==> src/rtl/exc_frame_pkg.sv <==
package exc_frame_pkg;

    localparam int XLEN   = 32;
    localparam int SRW    = 16;
    localparam int VECW   = 8;
    localparam int LVLW   = 3;

    localparam int SR_SUPER_BIT  = 13;
    localparam int SR_MASTER_BIT = 12;
    localparam int SR_MASK_LO    = 8;

    localparam logic [1:0] FMT_TAG = 2'b01;
    localparam int FRAME_BYTES = 8;

    typedef enum logic [2:0] {
        ST_IDLE,
        ST_PUSH_RET,
        ST_PUSH_FMT,
        ST_FETCH_VEC,
        ST_POP_FMT,
        ST_POP_PC
    } seq_state_e;

    typedef struct packed {
        logic [XLEN-1:0] ret_addr;
        logic [XLEN-1:0] fmt_word;
        logic [XLEN-1:0] sp_base;
        logic [XLEN-1:0] vec_addr;
        logic [SRW-1:0]  sr_next;
    } entry_plan_t;

    function automatic logic [XLEN-1:0] build_format(
        input logic [VECW-1:0] vec,
        input logic [1:0]      sp_lo,
        input logic [SRW-1:0]  sr
    );
        return {FMT_TAG, sp_lo, 2'b00, vec, 2'b00, sr};
    endfunction

endpackage

==> src/rtl/exc_frame_calc.sv <==
module exc_frame_calc
    import exc_frame_pkg::*;
#(
    parameter int TRAP_BASE = 32,
    parameter int TRAP_NUM  = 16
) (
    input  logic [VECW-1:0] vec,
    input  logic            hw,
    input  logic [LVLW-1:0] level,
    input  logic [XLEN-1:0] pc,
    input  logic [SRW-1:0]  sr,
    input  logic [XLEN-1:0] sp,
    input  logic [XLEN-1:0] vbr,
    output logic            accept,
    output entry_plan_t     plan
);
    localparam int TRAP_END = TRAP_BASE + TRAP_NUM;

    logic            is_trap;
    logic [SRW-1:0]  sr_mod;

    always_comb begin
        is_trap = (int'(vec) >= TRAP_BASE) && (int'(vec) < TRAP_END);
        // hardware request needs mask strictly below level
        accept  = !hw || (sr[SR_MASK_LO +: LVLW] < level);

        // supervisor on, hardware also loads mask and clears master
        sr_mod = sr;
        sr_mod[SR_SUPER_BIT] = 1'b1;
        if (hw) begin
            sr_mod[SR_MASK_LO +: LVLW] = level;
            sr_mod[SR_MASTER_BIT]      = 1'b0;
        end

        plan.ret_addr = is_trap ? pc + XLEN'(2) : pc;
        plan.fmt_word = build_format(vec, sp[1:0], sr);
        plan.sp_base  = {sp[XLEN-1:2], 2'b00};
        plan.vec_addr = vbr + {{(XLEN-VECW-2){1'b0}}, vec, 2'b00};
        plan.sr_next  = sr_mod;
    end

endmodule

==> src/rtl/exc_frame_fsm.sv <==
module exc_frame_fsm
    import exc_frame_pkg::*;
(
    input  logic            clk,
    input  logic            rst,
    input  logic            start_exc,
    input  logic            start_ret,
    input  entry_plan_t     plan,
    input  logic [XLEN-1:0] cur_sp,
    output logic            mem_req,
    output logic            mem_we,
    output logic [XLEN-1:0] mem_addr,
    output logic [XLEN-1:0] mem_wdata,
    input  logic [XLEN-1:0] mem_rdata,
    input  logic            mem_ready,
    output logic            busy,
    output logic            done,
    output logic [XLEN-1:0] new_pc,
    output logic [SRW-1:0]  new_sr,
    output logic [XLEN-1:0] new_sp
);
    seq_state_e      state;
    entry_plan_t     plan_q;
    logic [XLEN-1:0] ret_sp;
    logic [1:0]      pop_lo;
    logic [SRW-1:0]  pop_sr;

    always_ff @(posedge clk) begin
        if (rst) begin
            state  <= ST_IDLE;
            plan_q <= '0;
            ret_sp <= '0;
            pop_lo <= '0;
            pop_sr <= '0;
            done   <= 1'b0;
            new_pc <= '0;
            new_sr <= '0;
            new_sp <= '0;
        end else begin
            done <= 1'b0;
            case (state)
                ST_IDLE: begin
                    if (start_exc) begin
                        plan_q <= plan;
                        state  <= ST_PUSH_RET;
                    end else if (start_ret) begin
                        ret_sp <= cur_sp;
                        state  <= ST_POP_FMT;
                    end
                end
                ST_PUSH_RET:  if (mem_ready) state <= ST_PUSH_FMT;
                ST_PUSH_FMT:  if (mem_ready) state <= ST_FETCH_VEC;
                ST_FETCH_VEC: if (mem_ready) begin
                    new_pc <= mem_rdata;
                    new_sr <= plan_q.sr_next;
                    new_sp <= plan_q.sp_base - XLEN'(FRAME_BYTES);
                    done   <= 1'b1;
                    state  <= ST_IDLE;
                end
                ST_POP_FMT: if (mem_ready) begin
                    pop_lo <= mem_rdata[29:28];
                    pop_sr <= mem_rdata[SRW-1:0];
                    state  <= ST_POP_PC;
                end
                ST_POP_PC: if (mem_ready) begin
                    new_pc <= mem_rdata;
                    new_sr <= pop_sr;
                    new_sp <= (ret_sp | {{(XLEN-2){1'b0}}, pop_lo})
                              + XLEN'(FRAME_BYTES);
                    done   <= 1'b1;
                    state  <= ST_IDLE;
                end
                default: state <= ST_IDLE;
            endcase
        end
    end

    always_comb begin
        busy      = (state != ST_IDLE);
        mem_req   = busy;
        mem_we    = (state == ST_PUSH_RET) || (state == ST_PUSH_FMT);
        mem_addr  = '0;
        mem_wdata = '0;
        case (state)
            ST_PUSH_RET: begin
                mem_addr  = plan_q.sp_base - XLEN'(4);
                mem_wdata = plan_q.ret_addr;
            end
            ST_PUSH_FMT: begin
                mem_addr  = plan_q.sp_base - XLEN'(8);
                mem_wdata = plan_q.fmt_word;
            end
            ST_FETCH_VEC: mem_addr = plan_q.vec_addr;
            ST_POP_FMT:   mem_addr = ret_sp;
            ST_POP_PC:    mem_addr = ret_sp + XLEN'(4);
            default:      mem_addr = '0;
        endcase
    end

endmodule

==> src/rtl/exc_frame_seq.sv <==
module exc_frame_seq
    import exc_frame_pkg::*;
#(
    parameter int TRAP_BASE = 32,
    parameter int TRAP_NUM  = 16
) (
    input  logic            clk,
    input  logic            rst,
    input  logic            exc_valid,
    input  logic            ret_valid,
    input  logic [VECW-1:0] exc_vec,
    input  logic            exc_hw,
    input  logic [LVLW-1:0] exc_level,
    input  logic [XLEN-1:0] cur_pc,
    input  logic [SRW-1:0]  cur_sr,
    input  logic [XLEN-1:0] cur_sp,
    input  logic [XLEN-1:0] cur_vbr,
    output logic            mem_req,
    output logic            mem_we,
    output logic [XLEN-1:0] mem_addr,
    output logic [XLEN-1:0] mem_wdata,
    input  logic [XLEN-1:0] mem_rdata,
    input  logic            mem_ready,
    output logic            busy,
    output logic            done,
    output logic [XLEN-1:0] new_pc,
    output logic [SRW-1:0]  new_sr,
    output logic [XLEN-1:0] new_sp
);
    entry_plan_t plan;
    logic        accept;
    logic        start_exc;

    exc_frame_calc #(
        .TRAP_BASE (TRAP_BASE),
        .TRAP_NUM  (TRAP_NUM)
    ) u_calc (
        .vec    (exc_vec),
        .hw     (exc_hw),
        .level  (exc_level),
        .pc     (cur_pc),
        .sr     (cur_sr),
        .sp     (cur_sp),
        .vbr    (cur_vbr),
        .accept (accept),
        .plan   (plan)
    );

    assign start_exc = exc_valid && accept;

    exc_frame_fsm u_fsm (
        .clk       (clk),
        .rst       (rst),
        .start_exc (start_exc),
        .start_ret (ret_valid && !exc_valid),
        .plan      (plan),
        .cur_sp    (cur_sp),
        .mem_req   (mem_req),
        .mem_we    (mem_we),
        .mem_addr  (mem_addr),
        .mem_wdata (mem_wdata),
        .mem_rdata (mem_rdata),
        .mem_ready (mem_ready),
        .busy      (busy),
        .done      (done),
        .new_pc    (new_pc),
        .new_sr    (new_sr),
        .new_sp    (new_sp)
    );

endmodule

==> config.mk <==
export PLATFORM = sky130hd
export DESIGN_NAME = exc_frame_seq
export DESIGN_NICKNAME = d
export VERILOG_FILES = /design/src/rtl/exc_frame_pkg.sv /design/src/rtl/exc_frame_calc.sv /design/src/rtl/exc_frame_fsm.sv /design/src/rtl/exc_frame_seq.sv
export SDC_FILE = /design/constraint.sdc
export NUM_CORES = 1
export LEC_CHECK = 0
export BUFFER_PORTS_ARGS = -buffer_cell sky130_fd_sc_hd__buf_2
export CELL_PAD_IN_SITES_DETAIL_PLACEMENT = 1
export CELL_PAD_IN_SITES_GLOBAL_PLACEMENT = 2
export CORE_MARGIN = 2
export CORE_UTILIZATION = 31
export CTS_CLUSTER_DIAMETER = 100
export DETAILED_ROUTE_END_ITERATION = 6
export PLACE_DENSITY_LB_ADDON = 0.1
export SKIP_CTS_REPAIR_TIMING = 1
export SYNTH_ARGS = -nofsm -noshare
export SYNTH_HDL_FRONTEND = slang
export SYNTH_SLANG_ARGS = --single-unit
==> constraint.sdc <==
create_clock -name clk -period 3.11 [get_ports clk]
set_input_delay 0 -clock clk [delete_from_list [all_inputs] [get_ports clk]]
set_output_delay 0 -clock clk [all_outputs]
set_load 0.01 [all_outputs]
==> flow_metrics.py, run 1 <==
metrics = {
    "clocking": {
        "cts_buffers": 34,
        "clock_insertion_delay_worst_skew_ps": 560,
        "cts.sink_count": 259,
        "clk_path_buf_depth": 3,
        "cts_tree": "built",
        "cts_root_buffer": "sky130_fd_sc_hd__clkbuf_16",
        "h-tree-depth": 2,
        "path_clk_slew_ps": 50,
    },
    "worst_setup_path": {
        "worst-endpoint-required_ps": 3110,
        "r2r_setup_slack_ps": 330,
        "start_kind": "flop",
        "crit_arrival_ps": 3080,
        "worst_setup_path_end_kind": "output port",
        "r2r-start": "u_fsm.state[1]$_SDFFE_PP0P_",
        "worst-path-max-fanout": 10,
        "worstRegToRegCells": 7,
        "critical_path_class": "reg -> out",
        "critical_path.reg2reg.endpoint": "u_fsm.new_pc[25]$_SDFFE_PP0P_",
    },
    "sta": {
        "finClkSkew_ps": 21.6,
        "timing_hold_violations_final": 1,
        "slew_headroom_pct": 21.5,
        "final-max-slew-violation-count": 0,
        "layout_worst_path_cycle_share_pct": 98.9,
        "worst_slew_pin_slew_ps": 1170,
        "report.final.setup_viol": 0,
        "layout_min_cycle_time_ps": 3080,
        "hold_ws_ps": -6.32,
        "achievable-frequency_ghz": 0.325,
    },
    "drt": {
        "route.detailed.drc": 0,
        "met2_wirelength_um": 32300,
        "met3_length_um": 4300,
        "detail_route.wirelength.met1_um": 31800,
        "routed_via_density": 5.48,
        "route.detailed.wl_per_inst_um": 23.3,
        "postRouteWirelength_um": 70200,
        "dr.first_iter.drc_count": 1141,
        "number_of_search_and_repair_iterations_in_the_first_detailed_routing_pass": 5,
        "antenna_violating_nets_post_route": 0,
        "highest-signal-layer": "met5",
        "num_vias": 16500,
    },
    "placed_design": {
        "dp_hpwl_um": 51300,
        "placed_cell_area_um2": 16700,
        "gp_congestion": 0.923,
        "port-buffer-count": 308,
    },
    "job": {
        "cap_violations": 0,
    },
    "cells_and_area": {
        "fin_util_pct": 43.6,
        "design_area_um2": 19900,
        "flow.area_growth_from_synthesis_pct": 38.3,
        "fillCellCount": 5589,
        "final_layout_size_suffix_gt1_share_pct": 20.4,
        "final_net_count": 2571,
    },
    "synth": {
        "synthesis.yosys.warnings": 0,
        "synth-edff-count": 0,
        "synthesis.nets": 2109,
        "synthesized_area_per_cell_um2": 7.44,
        "syn_inst": 1932,
        "synth_seq_cells": 259,
        "ys_async_sr_fraction_pct": 0,
        "synthesis.area_um2": 14400,
        "synth_cell_types": 80,
        "share_of_synthesized_area_occupied_by_flip_flops_and_latches_pct": 36.1,
        "prevailing_post_synth_register_cell": "sky130_fd_sc_hd__dfxtp_1",
    },
    "grt": {
        "overflow": 0,
        "grt_util_all_layers_pct": 27.5,
        "first_global_vias": 15700,
        "grt_pass1_wl_um": 99600,
        "grt_start_max_net_pins": 110,
        "grt_antenna_before_repair": 3,
    },
    "power": {
        "design_power_total_mw": 11.5,
        "cellPowerDensity_nw_per_um2": 580,
        "worst_ir_drop_vdd_v": 0.000340,
        "p_leak_nw": 7.77,
    },
    "die": {
        "fp.dieArea_um2": 48100,
        "initial_utilization_pct": 31.6,
        "fp-row-count": 78,
        "die_h_um": 219,
        "die_w_um": 219,
        "core_area_um2": 45600,
        "ioPinCount": 309,
    },
    "status": {
        "violations": "negative hold slack",
        "outcome": "finished, violations left",
    },
    "worst_hold_path": {
        "whs_path_depth": 4,
        "min_from": "cur_vbr[8]",
        "whs_endpoint": "u_fsm.plan_q[24]$_SDFFE_PP0P_",
        "hold_path_class": "in -> reg",
    },
}
critical path: stages, from the launching register on:
cell	delay, ps
sky130_fd_sc_hd__dfxtp_1	480
sky130_fd_sc_hd__nor4_4	440
sky130_fd_sc_hd__buf_4	240
sky130_fd_sc_hd__nand2_1	200
sky130_fd_sc_hd__nor4_2	410
sky130_fd_sc_hd__o31ai_1	110
sky130_fd_sc_hd__o211ai_1	420
sky130_fd_sc_hd__buf_2	220
synth_stat cells (8+ instances only):
cell type,number,area share [%]
sky130_fd_sc_hd__a311oi_1,38,2.3
sky130_fd_sc_hd__and2_1,15,0.65
sky130_fd_sc_hd__inv_1,35,0.91
sky130_fd_sc_hd__clkbuf_1,133,3.5
sky130_fd_sc_hd__dfxtp_1,259,36
sky130_fd_sc_hd__buf_1,15,0.39
sky130_fd_sc_hd__a221o_1,8,0.56
sky130_fd_sc_hd__or4_1,23,1.2
sky130_fd_sc_hd__o211ai_1,23,1.2
sky130_fd_sc_hd__a31oi_1,13,0.57
sky130_fd_sc_hd__a21boi_0,8,0.42
sky130_fd_sc_hd__xor2_1,36,2.2
sky130_fd_sc_hd__o31ai_1,18,0.94
sky130_fd_sc_hd__nor4_1,30,1.3
sky130_fd_sc_hd__nor3_1,43,1.5
sky130_fd_sc_hd__mux2i_1,8,0.56
sky130_fd_sc_hd__and4_1,10,0.61
sky130_fd_sc_hd__nand3_1,47,1.6
sky130_fd_sc_hd__and3_1,16,0.70
sky130_fd_sc_hd__ha_1,15,1.3
sky130_fd_sc_hd__a22oi_1,9,0.47
sky130_fd_sc_hd__xnor2_1,55,3.3
sky130_fd_sc_hd__nand2_1,426,11
sky130_fd_sc_hd__nor2_1,130,3.4
sky130_fd_sc_hd__a22o_1,31,1.9
sky130_fd_sc_hd__nand4_1,38,1.7
sky130_fd_sc_hd__a211oi_1,34,1.8
sky130_fd_sc_hd__a21oi_1,194,6.8
sky130_fd_sc_hd__or3_1,20,0.87
sky130_fd_sc_hd__o21ai_0,68,2.4
cells in the final DEF, fill, tap and decap left out, drive strengths merged, types with 6 or more instances in the layout:
cell type,synthesis,final
nand2b,7,7
mux2i,8,8
nand3,47,47
a21o,7,7
a22oi,9,9
o21ai,69,69
or4,23,23
xnor2,55,55
and2,16,16
nand4,38,38
a21boi,9,9
dfxtp,259,259
a22o,31,31
a21oi,194,194
nor3b,8,8
nor2,130,130
a211o,6,6
xor2,36,36
or3,20,20
a31oi,13,13
o211ai,23,23
nor3,43,43
o31a,7,7
o31ai,18,18
nand2,427,427
clkbuf,135,45
nor4,32,32
ha,15,15
clkinv,0,6
buf,25,397
and3,18,18
a211oi,34,34
and4,10,10
a311oi,38,38
o221ai,7,7
nor2b,6,6
inv,35,37
a221o,8,8
dlygate4sd3,1,190
worst max path at each step:
stage                                          to  depth (start not counted)                           from  slack, ps
floorplan           u_fsm.new_sp[25]$_SDFFE_PP0P_                          8  u_fsm.plan_q[52]$_SDFFE_PP0P_        910
global placement                     mem_addr[29]                          7  u_fsm.plan_q[61]$_SDFFE_PP0P_        290
finish                               mem_addr[20]                          7  u_fsm.plan_q[64]$_SDFFE_PP0P_         30
CTS                                  mem_addr[21]                          7  u_fsm.plan_q[61]$_SDFFE_PP0P_       -350
detailed placement                   mem_addr[21]                          7  u_fsm.plan_q[61]$_SDFFE_PP0P_        270
global route        u_fsm.plan_q[42]$_SDFFE_PP0P_                         13                     exc_vec[0]         -5
metal layers:
metal	up-vias	global-route usage, %
met5	-	0
met2	485	43.9
li1	7840	-
met3	93	5.02
met1	8124	38.0
met4	2	7.45
cell type report:
type                            instances  area, µm²  area share [%]
Sequential cell                       259       5190            26.1
Multi-Input combinational cell       1477       8560            43.0
Inverter                               35        131           0.661
Tap cell                              600        751            3.77
Timing Repair Buffer                  587       4160            20.9
Clock inverter                         13        145           0.730
Clock buffer                           45        953            4.79
Antenna cell                            1       2.50          0.0126
sequential cells by signal, summed over array words and instances, names as in the netlist:
name / flops
u_fsm.plan_q: 125
u_fsm.new_pc: 32
u_fsm.new_sp: 32
u_fsm.ret_sp: 32
u_fsm.new_sr: 16
u_fsm.pop_sr: 16
u_fsm.state: 3
u_fsm.pop_lo: 2
u_fsm.done: 1
through the flow:
stage	setup slack, ps	TNS [ps]	cells
floorplan	915	0	1932
global placement	286	0	2762
detailed placement	266	0	2762
CTS	-349	-2150	2820
global route	-5.22	-5.22	3017
finish	33.1	0	3017
power by group:
group	internal [mW]	leakage [nW]	switching (mW)	total, mW
Sequential	3.64	2.11	0.378	4.02
Combinational	1.33	5.12	2.23	3.56
Clock	2.34	0.534	1.63	3.97
Total	7.31	7.77	4.24	11.5
kinds of logic (layout without fill, tap and decap cells):
group                    Yosys count  after routing  synth area share (%)
buffers and inverters            196            680                  5.49
flip-flops                       259            259                  36.1
AO/OA/AOI/OAI                    518            518                  23.6
multiplexers                       9              9                 0.635
other                              0              1                     0
adder cells (fa/ha/maj)           16             16                  1.44
AND/OR/NAND/NOR                  843            843                  27.2
XOR/XNOR                          91             91                  5.54
No activity file was read; power rests on OpenSTA's default activity.
==> run 2, diff against run 1 <==
--- a/config.mk
+++ b/config.mk
@@ -8,6 +8,7 @@
 export BUFFER_PORTS_ARGS = -buffer_cell sky130_fd_sc_hd__buf_2
 export CELL_PAD_IN_SITES_DETAIL_PLACEMENT = 1
 export CELL_PAD_IN_SITES_GLOBAL_PLACEMENT = 2
+export CORE_ASPECT_RATIO = 1.5
 export CORE_MARGIN = 2
 export CORE_UTILIZATION = 31
 export CTS_CLUSTER_DIAMETER = 100
==> run 2 against run 1 <==
The flow still finishes with violations (negative hold slack). Clock power is 11% lower. Hold slack better by 2.0 ps. Register-to-register slack worse by 90 ps. Critical path depth stayed put. First-iteration DRC count is 34% lower. Setup slack better by 26 ps. Global-route usage is 0.49 points lower. Flip-flop and latch count stayed put. Clock-buffer cell count is 4 lower. Sequential share of layout area is 0.25 points higher. Die area hardly changed. Fmax is 0.86% higher.
==> flow_metrics.py, run 2 (synthesized netlist as in run 1, its figures left out) <==
metrics = {
    "status": {
        "outcome": "finished, violations left",
        "violations": "negative hold slack",
    },
    "cells_and_area": {
        "fillCellCount": 5658,
        "most_common_cell_after_layout_fill_and_taps_aside": "sky130_fd_sc_hd__nand2_1",
        "final_cell_mix": "424 x sky130_fd_sc_hd__nand2_1, 307 x sky130_fd_sc_hd__buf_2, 258 x sky130_fd_sc_hd__dfxtp_1",
        "largest_register_ff_count": 125,
        "flow.area_growth_from_synthesis_pct": 37.0,
        "final_layout_size_suffix_gt1_share_pct": 20.0,
        "final_net_count": 2562,
        "largest_register": "u_fsm.plan_q",
    },
    "sta": {
        "fin_setup_tns_ps": 0,
        "hold_ws_ps": -4.33,
        "timing_hold_violations_final": 1,
        "achievable-frequency_ghz": 0.328,
        "final-max-slew-violation-count": 0,
        "worst_slew_pin_slew_ps": 731,
        "layout_min_cycle_time_ps": 3050,
        "slew_headroom_pct": 51.1,
        "layout_worst_path_cycle_share_pct": 98.1,
        "finClkSkew_ps": 10.1,
        "report.final.setup_viol": 0,
    },
    "grt": {
        "grt_start_max_net_pins": 94,
        "first_global_vias": 16200,
        "overflow": 0,
        "grt_util_all_layers_pct": 27.1,
        "grt_antenna_before_repair": 3,
        "grt_pass1_wl_um": 101000,
    },
    "drt": {
        "met2_wirelength_um": 37200,
        "routed_via_density": 5.52,
        "route.detailed.wl_per_inst_um": 23.3,
        "dr.first_iter.drc_count": 755,
        "num_vias": 16500,
        "met3_length_um": 3330,
        "postRouteWirelength_um": 69800,
        "detail_route.wirelength.met1_um": 25400,
        "route.detailed.drc": 0,
        "number_of_search_and_repair_iterations_in_the_first_detailed_routing_pass": 5,
        "highest-signal-layer": "met5",
        "antenna_violating_nets_post_route": 0,
    },
    "die": {
        "fp-row-count": 96,
        "core_area_um2": 45800,
        "die_h_um": 268,
        "ioPinCount": 309,
        "die_w_um": 180,
        "fp.dieArea_um2": 48200,
        "initial_utilization_pct": 31.4,
    },
    "clocking": {
        "cts.sink_count": 259,
        "cts_buffers": 29,
        "cts_tree": "built",
        "path_clk_slew_ps": 60,
        "cts_root_buffer": "sky130_fd_sc_hd__clkbuf_16",
        "h-tree-depth": 1,
        "clock_insertion_delay_worst_skew_ps": 580,
        "clk_path_buf_depth": 3,
    },
    "worst_setup_path": {
        "start_kind": "flop",
        "crit_arrival_ps": 3050,
        "worst-endpoint-required_ps": 3110,
        "worst-path-max-fanout": 12,
        "worst_setup_path_end_kind": "output port",
        "critical_path_class": "reg -> out",
    },
    "placed_design": {
        "dp_hpwl_um": 51300,
        "gp_congestion": 0.915,
        "port-buffer-count": 308,
    },
    "power": {
        "cellPowerDensity_nw_per_um2": 561,
        "design_power_total_mw": 11.1,
        "worst_ir_drop_vdd_v": 0.000496,
        "p_leak_nw": 7.66,
    },
    "job": {
        "cap_violations": 0,
    },
    "worst_hold_path": {
        "hold_path_class": "in -> reg",
    },
}
[run 2: changes by cell type in the layout (fill, tap and decap cells not counted), moves of 2 or more]
cell	delta
sky130_fd_sc_hd__clkbuf_16	-6
sky130_fd_sc_hd__buf_4	-6
sky130_fd_sc_hd__nor4_1	+3
sky130_fd_sc_hd__nor4_4	-2
sky130_fd_sc_hd__buf_12	+4
sky130_fd_sc_hd__clkbuf_8	+2
[run 2: stage by stage]
stage	hold slack, ps	worst slack (ps)	util (%)	std cells	cell area, µm²
global placement	241	559	36.6	2749	16800
floorplan	136	915	-	1932	14400
detailed placement	250	544	36.6	2749	16800
finish	-4.33	59.3	43.0	2996	19700
global route	16.4	-16.7	43.0	2996	19700
CTS	-362	-85.4	38.7	2801	17700
[run 2: cell type report]
type | count | area [µm²] | area share [%]
Antenna cell | 2 | 5.00 | 0.0254
Clock buffer | 41 | 831 | 4.22
Clock inverter | 11 | 120 | 0.610
Inverter | 35 | 131 | 0.667
Multi-Input combinational cell | 1477 | 8520 | 43.2
Sequential cell | 259 | 5190 | 26.3
Tap cell | 588 | 736 | 3.73
Timing Repair Buffer | 583 | 4170 | 21.2
[run 2: per-layer routing]
metal | up-vias | global-route usage (%)
met5 | - | 0
met4 | 2 | 13.0
met1 | 8103 | 28.6
met3 | 158 | 4.47
met2 | 462 | 51.9
li1 | 7809 | -
[run 2: final timing paths]
check / start / end / slack, ps / cells after the start
max: u_fsm.state[0]$_SDFFE_PP0P_ / mem_addr[20] / 60 / 7
min: cur_vbr[7] / u_fsm.plan_q[24]$_SDFFE_PP0P_ / -4 / 5
max reg2reg: u_fsm.state[0]$_SDFFE_PP0P_ / u_fsm.plan_q[40]$_SDFFE_PP0P_ / 240 / 7
min reg2reg: u_fsm.new_pc[12]$_SDFFE_PP0P_ / u_fsm.new_pc[12]$_SDFFE_PP0P_ / 450 / 2
[run 2: worst max-delay path: stages (launching register included)]
cell and delay, ps:
sky130_fd_sc_hd__dfxtp_1 580, sky130_fd_sc_hd__nand4_1 350, sky130_fd_sc_hd__nor4_1 370, sky130_fd_sc_hd__buf_4 210
sky130_fd_sc_hd__a31oi_1 90, sky130_fd_sc_hd__o21ai_0 420, sky130_fd_sc_hd__o211ai_1 250, sky130_fd_sc_hd__buf_2 200
[run 2: power by group]
part	internal, mW	total (mW)	switching, mW	leakage [nW]
clock	2.02	3.53	1.51	0.461
sequential	3.64	4.01	0.378	2.11
combinational	1.34	3.52	2.18	5.09
total	7.00	11.1	4.06	7.66
==> run 3, diff against run 2 <==
--- a/config.mk
+++ b/config.mk
@@ -13,8 +13,10 @@
 export CORE_UTILIZATION = 31
 export CTS_CLUSTER_DIAMETER = 100
 export DETAILED_ROUTE_END_ITERATION = 6
+export GPL_ROUTABILITY_DRIVEN = 0
 export PLACE_DENSITY_LB_ADDON = 0.1
 export SKIP_CTS_REPAIR_TIMING = 1
 export SYNTH_ARGS = -nofsm -noshare
 export SYNTH_HDL_FRONTEND = slang
+export SYNTH_HIERARCHICAL = 1
 export SYNTH_SLANG_ARGS = --single-unit
==> run 3 against run 2 <==
The flow finishes with violations (negative hold slack, negative setup slack). Critical path type unchanged. Highest routed layer unchanged. Critical path depth unchanged. Largest power group is now combinational logic. First-iteration DRC count rose by 2.5%. Flip-flop and latch count rose by 19. Die area increased by 7.7%. Sequential power up 14%. Setup slack worse by 71 ps. Clock power rose by 12%.
==> flow_metrics.py, run 3 <==
metrics = {
    "synth": {
        "yosys-top-cells-area": "sky130_fd_sc_hd__dfxtp_1 36%, sky130_fd_sc_hd__nand2_1 15%, sky130_fd_sc_hd__a21oi_1 8.6%",
        "post_synth_xor_area_fraction_pct": 8.64,
        "yosys.area_share.adder_pct": 1.50,
        "synth_mux_area_share_pct": 0.670,
        "synthesis.yosys.warnings": 6,
        "syn_inst": 2130,
        "prevailing_post_synth_register_cell": "sky130_fd_sc_hd__dfxtp_1",
        "synth_most_common_cell": "sky130_fd_sc_hd__nand2_1",
        "yosys.area.top_type": "sky130_fd_sc_hd__dfxtp_1",
        "area_fraction_in_and_or_nand_and_nor_cells_after_synthesis_pct": 26.6,
        "ys_async_sr_fraction_pct": 0,
        "synthesis.area_um2": 15500,
        "synthesized_area_per_cell_um2": 7.28,
        "synth_top_cell_area_share_pct": 35.9,
        "synth_cell_types": 77,
        "ys_top_cells_by_count": "609 x sky130_fd_sc_hd__nand2_1, 278 x sky130_fd_sc_hd__dfxtp_1, 267 x sky130_fd_sc_hd__a21oi_1",
        "synth-edff-count": 0,
        "synth_seq_cells": 278,
        "combinational_family_with_the_most_area_after_synthesis": "simple AND/OR/NAND/NOR gates",
        "share_of_synthesized_area_occupied_by_flip_flops_and_latches_pct": 35.9,
        "complex_gate_fraction_of_the_synthesized_area_pct": 18.2,
    },
    "grt": {
        "grt_pass1_wl_um": 94600,
        "grt_antenna_before_repair": 3,
        "first_global_vias": 15500,
        "grt_util_all_layers_pct": 23.1,
        "overflow": 0,
        "grt_start_max_net_pins": 125,
    },
    "clocking": {
        "clk_path_buf_depth": 3,
        "cts_tree": "built",
        "h-tree-depth": 1,
        "cts.sink_count": 278,
        "path_clk_slew_ps": 60,
        "cts_buffers": 31,
        "clock_insertion_delay_worst_skew_ps": 590,
        "cts_root_buffer": "sky130_fd_sc_hd__clkbuf_16",
    },
    "drt": {
        "dr.first_iter.drc_count": 774,
        "number_of_search_and_repair_iterations_in_the_first_detailed_routing_pass": 5,
        "route.detailed.wl_per_inst_um": 20.3,
        "num_vias": 16200,
        "postRouteWirelength_um": 64500,
        "routed_via_density": 5.08,
        "route.detailed.drc": 0,
        "antenna_violating_nets_post_route": 0,
    },
    "cells_and_area": {
        "fin_util_pct": 41.1,
        "final_cell_mix": "608 x sky130_fd_sc_hd__nand2_1, 307 x sky130_fd_sc_hd__buf_2, 273 x sky130_fd_sc_hd__dfxtp_1",
        "final_net_count": 2673,
        "final_layout_size_suffix_gt1_share_pct": 19.6,
        "most_common_cell_after_layout_fill_and_taps_aside": "sky130_fd_sc_hd__nand2_1",
        "flow.area_growth_from_synthesis_pct": 31.2,
        "multiInputGateArea_um2": 8840,
        "fillCellCount": 6191,
        "largest_register": "u_fsm/plan_q",
        "seqCellArea_um2": 5580,
        "largest_register_ff_count": 144,
    },
    "worst_setup_path": {
        "cpMaxStageDelayCell": "sky130_fd_sc_hd__or4b_4",
        "critical_path.cell_chain": "or4_4 > or4b_4 > or3_4 > a211oi_2 > a211oi_2 > o221ai_1 > buf_2",
        "worst_setup_path_end_kind": "output port",
        "critPathCapture": "mem_addr[28]",
        "r2r-start": "u_fsm/plan_q[69]$_SDFFE_PP0P_",
        "worst_path_most_repeated_cell": "sky130_fd_sc_hd__a211oi_2",
        "timing.critical_path.slowest_cell_delay_ps": 590,
        "critical_path.n_buffers_inverters": 1,
        "critical_path.reg2reg.endpoint": "u_fsm/new_sp[28]$_SDFFE_PP0P_",
        "r2r_setup_slack_ps": 690,
        "critical_path_class": "reg -> out",
        "timing.critical_path.from": "u_fsm/plan_q[69]$_SDFFE_PP0P_",
        "worstRegToRegCells": 6,
        "crit_arrival_ps": 3120,
        "critical-path-top-delay-family": "simple AND/OR/NAND/NOR gates",
        "cp.depth": 7,
        "start_kind": "flop",
        "worst-path-max-fanout": 6,
        "worst-endpoint-required_ps": 3110,
    },
    "sta": {
        "grt_setup_unrepaired": "yes",
        "layout_min_cycle_time_ps": 3120,
        "layout_worst_path_cycle_share_pct": 100,
        "final-max-slew-violation-count": 0,
        "slew_headroom_pct": 33.6,
        "worst_slew_pin_slew_ps": 988,
        "timing_hold_violations_final": 5,
        "final_worst_setup_slack_ps": -12.2,
        "fin_setup_tns_ps": -19.1,
        "hold_ws_ps": -55.3,
        "report.final.setup_viol": 2,
        "achievable-frequency_ghz": 0.320,
        "finClkSkew_ps": 10.0,
    },
    "power": {
        "p_leak_nw": 8.07,
        "cellPowerDensity_nw_per_um2": 705,
        "worst_ir_drop_vdd_v": 0.000487,
    },
    "job": {
        "cap_violations": 0,
    },
    "die": {
        "initial_utilization_pct": 31.3,
        "die_w_um": 187,
        "fp-row-count": 100,
        "die_h_um": 278,
        "ioPinCount": 309,
        "core_area_um2": 49500,
        "fp.dieArea_um2": 51800,
    },
    "worst_hold_path": {
        "hold_path_class": "in -> reg",
        "min_from": "cur_vbr[3]",
    },
    "placed_design": {
        "dp_hpwl_um": 46000,
        "port-buffer-count": 308,
    },
    "status": {
        "outcome": "finished, violations left",
        "violations": "negative hold slack, negative setup slack",
    },
}
-- run 3: changes by cell type after synthesis, sizes merged, moves of 15 or more --
cell / delta
a211oi: -27
a21oi: +73
a311oi: -22
buf: +67
dfxtp: +19
inv: -15
nand2: +182
nor2: -21
o21ai: -34
o31ai: -17
or4: -20
xnor2: +17
xor2: +45
-- run 3: power by group --
group          switching, mW  internal [mW]
Combinational           3.75           2.06
Clock                   1.61           2.33
Sequential             0.534           4.06
Total                   5.89           8.44
-- run 3: metal layers --
| metal | GRT usage [%] | vias to the layer above | part of all wire [%] |
|---|---|---|---|
| met2 | 39.6 | 400 | 49 |
| li1 | - | 7893 | - |
| met5 | 0 | - | 0.020 |
| met4 | 7.33 | 2 | 3.0 |
| met1 | 29.6 | 7764 | 43 |
| met3 | 3.90 | 103 | 5.0 |
-- run 3: logic make-up after synthesis --
kind of cell / count (synthesis)
buffers and inverters: 261
AO/OA/AOI/OAI: 460
flip-flops: 278
AND/OR/NAND/NOR: 948
adder cells (fa/ha/maj): 18
XOR/XNOR: 153
other: 2
multiplexers: 10
-- run 3: cell type report --
cell class / count / area share, %
clock inverter: 15 / 1.00
antenna: 2 / 0.0246
inverter: 21 / 0.388
tap: 663 / 4.08
clock buffer: 40 / 4.18
sequential: 278 / 27.4
multi-input combinational: 1599 / 43.4
timing repair buffer: 563 / 19.5
-- run 3: through the flow --
stage	instances	instance area, µm²	power, mW	hold WS [ps]	setup slack [ps]
finish	3181	20300	14.3	-55.3	-12.2
global route	3181	20300	15.2	7.29	-92.0
CTS	2995	18400	14.1	-395	-138
detailed placement	2940	17300	10.1	250	505
global placement	2940	17300	10.1	247	537
floorplan	2137	15500	7.92	136	661
-- run 3: worst min path at each step --
stage                               endpoint  cells past startpoint
2_1_floorplan   u_fsm/pop_lo[0]$_SDFFE_PP0P_                      2
3_3_place_gp   u_fsm/new_pc[24]$_SDFFE_PP0P_                      3
3_5_place_dp   u_fsm/plan_q[16]$_SDFFE_PP0P_                      3
4_1_cts        u_fsm/plan_q[16]$_SDFFE_PP0P_                      3
5_1_grt        u_fsm/plan_q[21]$_SDFFE_PP0P_                      5
6_report       u_fsm/plan_q[19]$_SDFFE_PP0P_                      6
-- run 3: worst register-to-register path, stage by stage, from the launching register on --
cell and delay, ps:
sky130_fd_sc_hd__dfxtp_4 360, sky130_fd_sc_hd__or4_4 560, sky130_fd_sc_hd__or4b_4 590, sky130_fd_sc_hd__nor4_1 330, sky130_fd_sc_hd__xor2_1 230, sky130_fd_sc_hd__o21ai_0 130, sky130_fd_sc_hd__o21ai_0 150
